===== src/rtl/dacf_pkg.sv =====
package dacf_pkg;
    parameter int BYTE_W = 8;
    parameter int WORD_W = 2 * BYTE_W;

    // pulse-width channels
    parameter int N_CH   = 4;
    parameter int CH_WLO = 0;
    parameter int CH_WHI = 1;
    parameter int CH_LD  = 2;
    parameter int CH_CLR = 3;

    typedef struct packed {
        logic [BYTE_W-1:0] lo;
        logic [BYTE_W-1:0] hi;
        logic [WORD_W-1:0] dac;
        logic [WORD_W-1:0] dprev;
        logic              upd;
        logic              err;
    } core_st_t;
endpackage


===== src/rtl/dacf_sync2.sv =====
module dacf_sync2 #(
    parameter int             W       = 1,
    parameter logic [W-1:0]   RST_VAL = '0
) (
    input  logic         clk,
    input  logic         rst_n,
    input  logic [W-1:0] d,
    output logic [W-1:0] q
);
    logic [W-1:0] meta_q;
    logic [W-1:0] hold_q;

    always_ff @(posedge clk or negedge rst_n) begin
        if (!rst_n) begin
            meta_q <= RST_VAL;
            hold_q <= RST_VAL;
        end else begin
            meta_q <= d;
            hold_q <= meta_q;
        end
    end

    assign q = hold_q;
endmodule


===== src/rtl/dacf_width_meter.sv =====
module dacf_width_meter #(
    parameter int MIN_LOW_CYC = 3
) (
    input  logic clk,
    input  logic rst_n,
    input  logic active,
    output logic qual,
    output logic end_long,
    output logic end_short
);
    localparam int CW = $clog2(MIN_LOW_CYC + 1);
    localparam logic [CW-1:0] MIN_C  = CW'(MIN_LOW_CYC);
    localparam logic [CW-1:0] MIN_M1 = CW'(MIN_LOW_CYC - 1);

    logic [CW-1:0] cnt_d, cnt_q;

    always_comb begin
        cnt_d = '0;
        if (active) begin
            cnt_d = (cnt_q >= MIN_C) ? MIN_C : cnt_q + 1'b1;
        end
        qual      = active && (cnt_q >= MIN_M1);
        end_long  = !active && (cnt_q >= MIN_C);
        end_short = !active && (cnt_q != '0) && (cnt_q < MIN_C);
    end

    always_ff @(posedge clk or negedge rst_n) begin
        if (!rst_n) cnt_q <= '0;
        else        cnt_q <= cnt_d;
    end
endmodule


===== src/rtl/dacf_core.sv =====
module dacf_core
    import dacf_pkg::*;
(
    input  logic              clk,
    input  logic              rst_n,
    input  logic [N_CH-1:0]   qual,
    input  logic [N_CH-1:0]   end_long,
    input  logic [N_CH-1:0]   end_short,
    input  logic [WORD_W-1:0] dsync,
    output logic [WORD_W-1:0] code,
    output logic              upd,
    output logic              err,
    output logic [BYTE_W-1:0] lo_byte
);
    core_st_t st_d, st_q;

    always_comb begin
        st_d       = st_q;
        st_d.dprev = dsync;
        st_d.err   = st_q.err | (|end_short);
        if (qual[CH_CLR]) begin
            st_d.lo  = '0;
            st_d.hi  = '0;
            st_d.dac = '0;
        end else begin
            if (end_long[CH_WLO]) st_d.lo = st_q.dprev[BYTE_W-1:0];
            if (end_long[CH_WHI]) st_d.hi = st_q.dprev[WORD_W-1:BYTE_W];
            if (qual[CH_LD])      st_d.dac = {st_d.hi, st_d.lo};
        end
        st_d.upd = (st_d.dac != st_q.dac);
    end

    always_ff @(posedge clk or negedge rst_n) begin
        if (!rst_n) st_q <= '0;
        else        st_q <= st_d;
    end

    assign code    = st_q.dac;
    assign upd     = st_q.upd;
    assign err     = st_q.err;
    assign lo_byte = st_q.lo;
endmodule


===== src/rtl/dac_byte_front.sv =====
module dac_byte_front
    import dacf_pkg::*;
#(
    parameter int MIN_LOW_CYC = 3
) (
    input  logic              clk,
    input  logic              rst_n,
    input  logic              wr_n,
    input  logic              cs_lo_n,
    input  logic              cs_hi_n,
    input  logic              ld_n,
    input  logic              clr_n,
    input  logic [WORD_W-1:0] din,
    output logic [WORD_W-1:0] code_out,
    output logic              code_upd,
    output logic              width_err
);
    localparam int N_STB = 5;

    logic [N_STB-1:0]  stb_s;
    logic [WORD_W-1:0] din_s;
    logic [N_CH-1:0]   act_w, qual_w, end_long_w, end_short_w;
    logic [BYTE_W-1:0] lo_w;
    logic              unused_bits;

    // strobe order: {clr, ld, cs_hi, cs_lo, wr}
    dacf_sync2 #(.W(N_STB), .RST_VAL({N_STB{1'b1}})) u_stb_sync (
        .clk(clk), .rst_n(rst_n),
        .d({clr_n, ld_n, cs_hi_n, cs_lo_n, wr_n}), .q(stb_s)
    );

    dacf_sync2 #(.W(WORD_W), .RST_VAL('0)) u_dat_sync (
        .clk(clk), .rst_n(rst_n), .d(din), .q(din_s)
    );

    always_comb begin
        act_w[CH_WLO] = !stb_s[0] && !stb_s[1];
        act_w[CH_WHI] = !stb_s[0] && !stb_s[2];
        act_w[CH_LD]  = !stb_s[3];
        act_w[CH_CLR] = !stb_s[4];
    end

    for (genvar g = 0; g < N_CH; g++) begin : g_meter
        dacf_width_meter #(.MIN_LOW_CYC(MIN_LOW_CYC)) u_meter (
            .clk(clk), .rst_n(rst_n), .active(act_w[g]),
            .qual(qual_w[g]), .end_long(end_long_w[g]), .end_short(end_short_w[g])
        );
    end

    dacf_core u_core (
        .clk(clk), .rst_n(rst_n),
        .qual(qual_w), .end_long(end_long_w), .end_short(end_short_w),
        .dsync(din_s),
        .code(code_out), .upd(code_upd), .err(width_err), .lo_byte(lo_w)
    );

    assign unused_bits = &{1'b0, qual_w[CH_WLO], qual_w[CH_WHI],
                           end_long_w[CH_LD], end_long_w[CH_CLR]};
endmodule


===== config.mk =====
export PLATFORM = sky130hd
export DESIGN_NAME = dac_byte_front
export DESIGN_NICKNAME = d
export VERILOG_FILES = /design/src/rtl/dacf_pkg.sv /design/src/rtl/dacf_sync2.sv /design/src/rtl/dacf_width_meter.sv /design/src/rtl/dacf_core.sv /design/src/rtl/dac_byte_front.sv
export SDC_FILE = /design/constraint.sdc
export NUM_CORES = 1
export LEC_CHECK = 0
export BUFFER_PORTS_ARGS = -buffer_cell sky130_fd_sc_hd__buf_2
export CAP_MARGIN = 30
export CORE_MARGIN = 10
export CORE_UTILIZATION = 64
export CTS_BUF_LIST = sky130_fd_sc_hd__clkbuf_2
export DETAILED_ROUTE_END_ITERATION = 16
export GPL_ROUTABILITY_DRIVEN = 0
export PLACE_DENSITY_LB_ADDON = 0.15
export SLEW_MARGIN = 10
export SYNTH_ARGS = -nofsm -noshare
export SYNTH_HDL_FRONTEND = slang
export SYNTH_SLANG_ARGS = --single-unit

===== constraint.sdc =====
create_clock -name clk -period 3.05 [get_ports clk]
set_input_delay 0.305 -clock clk [delete_from_list [all_inputs] [get_ports clk]]
set_output_delay 0.305 -clock clk [all_outputs]
set_load 0.02 [all_outputs]

After elaboration in Yosys (flattened, before gate mapping)
Index checks and enable logic that the tools add are counted.

word-level totals
  word-level logic and storage cells = 68
  output and inout bits = 18
  flip-flop bits (word level) = 100
  input port bits = 23

cells by class
  eq/ne operators = 1
  mux-type cells = 12
  add/subtract/negate cells = 4
  bitwise gates (word level) = 1
  magnitude comparators = 10
  reductions and logical operators = 26

operators by type and width
  operator               count
  $mux W32               1
  $mux W16               1
  $mux W2                8
  $mux W8                2
  $ne A16 B16 Y1         1
  $logic_and A1 B1 Y1    14
  $ge A2 B2 Y1 const B   6
  $add A2 B1 Y2 const B  4
  $lt A2 B2 Y1 const B   4
  $reduce_bool A2 Y1     4
  $logic_not A1 Y1       7
  $reduce_or A4 Y1       1
  $or A1 B1 Y1           1

Longest topological paths before layout
  depth in word-level cells = 8
  mapped depth = 7
  gate-level depth less buffers = 6

Hierarchy
Synthesis repeated with hierarchy kept, for this count alone.

unflattened totals
  cells, all modules = 270
  area, all modules = 3608.5 um2

by module, submodules not included
  module                   sequential area each (um2)  instances  cells each  area an instance (um2)
  dacf_core                1251.2                      1          184         2144.6
  dacf_sync2 (u_dat_sync)  800.8                       1          32          800.8
  dacf_width_meter         50.0                        4          10          96.3
  dacf_sync2 (u_stb_sync)  262.8                       1          10          262.8
  dac_byte_front           0.0                         1          4           15.0

Worst setup path after synthesis
Ideal clock, no wire load.

  path kind = reg-to-reg
  start = register u_stb_sync.hold_q[1] (netlist: u_stb_sync.q[1])
  end = register u_core.st_q (netlist bit u_core.upd)
  period minus slack after synthesis = 1.898 ns
  setup time = 0.134 ns
  data required time = 2.916 ns
  slack = 1.152 ns
  cell stages (with the launch flop) = 8
  data arrival time = 1.764 ns
  buffers on the path = 1
  cells stage by stage = dfstp_2 o211ai_2 buf_6 mux2i_1 a222oi_1 o21ai_1 nor4_2 o311ai_1

RTL lines
  what                      line              RTL
  start: declaration        dacf_sync2.sv:11  logic [W-1:0] hold_q;
  start signal: assignment  dacf_sync2.sv:19  hold_q <= meta_q;
  end signal: assignment    dacf_core.sv:35   else st_q <= st_d;
  end: declaration          dacf_core.sv:15   core_st_t st_d, st_q;

==> results.cfg <==
[status]
status = completed

[floorplan]
die_w_um = 94.67
dieArea_um2 = 8962
core_um2 = 5473
chipHeight_um = 94.67
num_rows = 27
ios = 41
initial_utilization_pct = 65.20

[setup_path]
critPathCapture = u_core.upd$_DFF_PN0_
crit_cells = 6
arrival_ns = 2.77
critPathLaunch = u_stb_sync.q[0]$_DFF_PN1_
max_stage_delay_ns = 0.58
r2r-start = u_stb_sync.q[0]$_DFF_PN1_
crit_buf_inv = 0
crit_chain = o211ai_2, mux2i_1, a222oi_1, o21ai_1, nor4_2, o311ai_1
cp-start-kind = register
cp.required_ns = 3.48
rr_endpoint = u_core.upd$_DFF_PN0_
criticalPathCategory = reg2reg
critPathMaxFanout = 11
crit_family = compound AO/OA/AOI/OAI gates
worst-r2r-setup-slack_ns = 0.70
r2r_cells = 6
critPathSlowestCell = o211ai_2
end_kind = register

[sta]
final.setup.tns_ns = 0
final_max_slew_viol_count = 0
period_share_pct = 76.98
finalSetupViolations = 0
min_period_ns = 2.348
finalHoldViolCount = 0
tightestPinTransition_ns = 0.8603
rsz0062_at_grt = no
fmax_mhz = 425.9
relSlewSlack_pct = 42.65
skew_ns = 0.02758

[clock_network]
root_buffer = clkbuf_2
cts_tree = built
cts-buffers-inserted = 9
ctsResizeCount = 0
cts_buffer_depth = 2
clk_latency_ns = 0.54
cts_htree_levels = 3
cts_sinks = 100
cts_setup_buffers = 0
clkTransAtPathRegs_ns = 0.24

[worst_hold_path]
hold_depth = 0
min_path_type = reg2reg

[detailed_routing]
route.detailed.wl_per_inst_um = 15.98
route.vias.total = 2119
viasPerCell = 5.475
ant_nets = 0
drt_iter0_drc = 102
drcViolationCount = 0
wl_um = 6184
first_pass_iters = 4

[synth]
synth_seq_cells = 100
synth_top_area_share_pct = 63.11
yosysSeqAreaShare_pct = 70.48
ys.warnings.count = 0
synth_ff_type = dfrtp_1
avgSynthCellArea_um2 = 13.83
synth_commonest_cells = dfrtp_1 (90), nor2_1 (42), a211oi_1 (18)
synth_edf_count = 0
yosys.cell_types.count = 40
synth_most_common_cell = dfrtp_1
synth_cells = 258
synthesis.area_um2 = 3568
async_flop_share_pct = 100.0
netlist.top_cell.by_area = dfrtp_1
synth_fp_nets = 281
synthTopCellsByArea = dfrtp_1 (63%), dfstp_2 (7.4%), nor2_1 (4.4%)

[flow_run]
maxCapViolCount = 0

[place]
dp_hpwl_um = 4063
io_buffers = 40

[grt]
grt_first_pass_wirelength_um = 10560
grt_use_total_pct = 15.24
grt_pass1_vias = 2188
antenna_found_initial = 0
grt_max_degree = 74
grt_overflow_total = 0

[power]
total_power_mw = 2.525
leakage_nw = 1.950
powerDensity_nw_per_um2 = 620.2
peakVddDrop_mv = 0.4103

[finish]
fill_cells = 394
finalNetCount = 333
area_delta_synth_final_pct = 14.10
final_util_pct = 74.39
diodes = 0
drive_above_1_share_pct = 24.13
## worst min path at each step
| stage | start | end | slack (ns) |
|---|---|---|---|
| final | u_dat_sync.meta_q[5]$_DFF_PN0_ | u_dat_sync.q[5]$_DFF_PN0_ | 0.36 |
| after detailed placement | u_dat_sync.q[2]$_DFF_PN0_ | u_core.st_q[4]$_DFF_PN0_ | 0.33 |
| after global placement | u_dat_sync.meta_q[10]$_DFF_PN0_ | u_dat_sync.q[10]$_DFF_PN0_ | 0.33 |
| after floorplan | rst_n | g_meter[0].u_meter.cnt_q[0]$_DFF_PN0_ | 0.009 |
| after global routing | cs_lo_n | u_stb_sync.meta_q[1]$_DFF_PN1_ | 0.31 |
| after CTS | cs_lo_n | u_stb_sync.meta_q[1]$_DFF_PN1_ | 0.33 |
## per-stage QoR
stage	setup WS, ns	cells	hold WS (ns)	instance area [um2]
6_report	0.7021	387	0.3597	4071
5_1_grt	0.5437	387	0.3062	4071
4_1_cts	0.7160	387	0.3326	4071
3_5_place_dp	0.7430	349	0.3347	3715
3_3_place_gp	0.7978	349	0.3320	3715
2_1_floorplan	1.152	258	0.009409	3568
## metal layers
metal	global-route usage, %	wire [um]
met4	7.232	146
met3	4.996	355
met1	19.47	2783
met2	23.11	2898
met5	0	0
## cells by family after synthesis
logic type | count (synthesis) | share of synthesized area, %
compound gates | 50 | 11.19
xor+xnor | 3 | 0.7365
buf+inv | 30 | 5.540
flops | 100 | 70.48
mux | 13 | 3.997
simple gates | 62 | 8.064
## worst reg2reg max path: stages, from the launching register on
cell and delay [ns]:
dfstp_2 0.49, o211ai_2 0.58, mux2i_1 0.27, a222oi_1 0.36
o21ai_1 0.13, nor4_2 0.30, o311ai_1 0.11
## cell usage in the layout, fill, tap and decap left out, drive strengths merged, types with 2 or more instances in the layout
cell / count
xor2: 2
nor2b: 4
buf: 44
dfrtp: 90
inv: 7
nor3: 7
o211ai: 2
mux2i: 13
a211oi: 18
dlygate4sd3: 22
o2111a: 3
a21oi: 6
nor2: 43
a22oi: 3
o22ai: 7
bufinv: 2
nor4: 3
clkbuf: 11
dfstp: 10
## sequential cells by signal, summed over array words and instances, names as in the netlist
signal / flops
u_stb_sync.meta_q: 5
u_core.st_q: 24
u_stb_sync.q: 5
u_dat_sync.meta_q: 16
u_core.code: 16
u_core.lo_byte: 8
u_core.upd: 1
u_dat_sync.q: 16
u_core.err: 1
g_meter.u_meter.cnt_q: 8
## final cells by class
| type | count | area, um2 | area share [%] |
|---|---|---|---|
| inverters | 5 | 18.77 | 0.4610 |
| clock inverters | 5 | 81.33 | 1.998 |
| multi-input cells | 128 | 858.3 | 21.08 |
| repair buffers | 66 | 452.9 | 11.12 |
| well taps | 72 | 90.09 | 2.213 |
| flip-flops and latches | 100 | 2515 | 61.77 |
| clock buffers | 11 | 55.05 | 1.352 |
## what timing repair did
action,CTS,global route
setup endpoints to repair,0,0
hold buffers,22,0
hold endpoints to repair,82,0
## power breakdown
part / switching [mW] / internal [mW] / total [mW]
Combinational: 0.191 / 0.136 / 0.327
Clock: 0.404 / 0.282 / 0.685
Sequential: 0.0853 / 1.43 / 1.51
No activity file was read; power rests on OpenSTA's default activity.
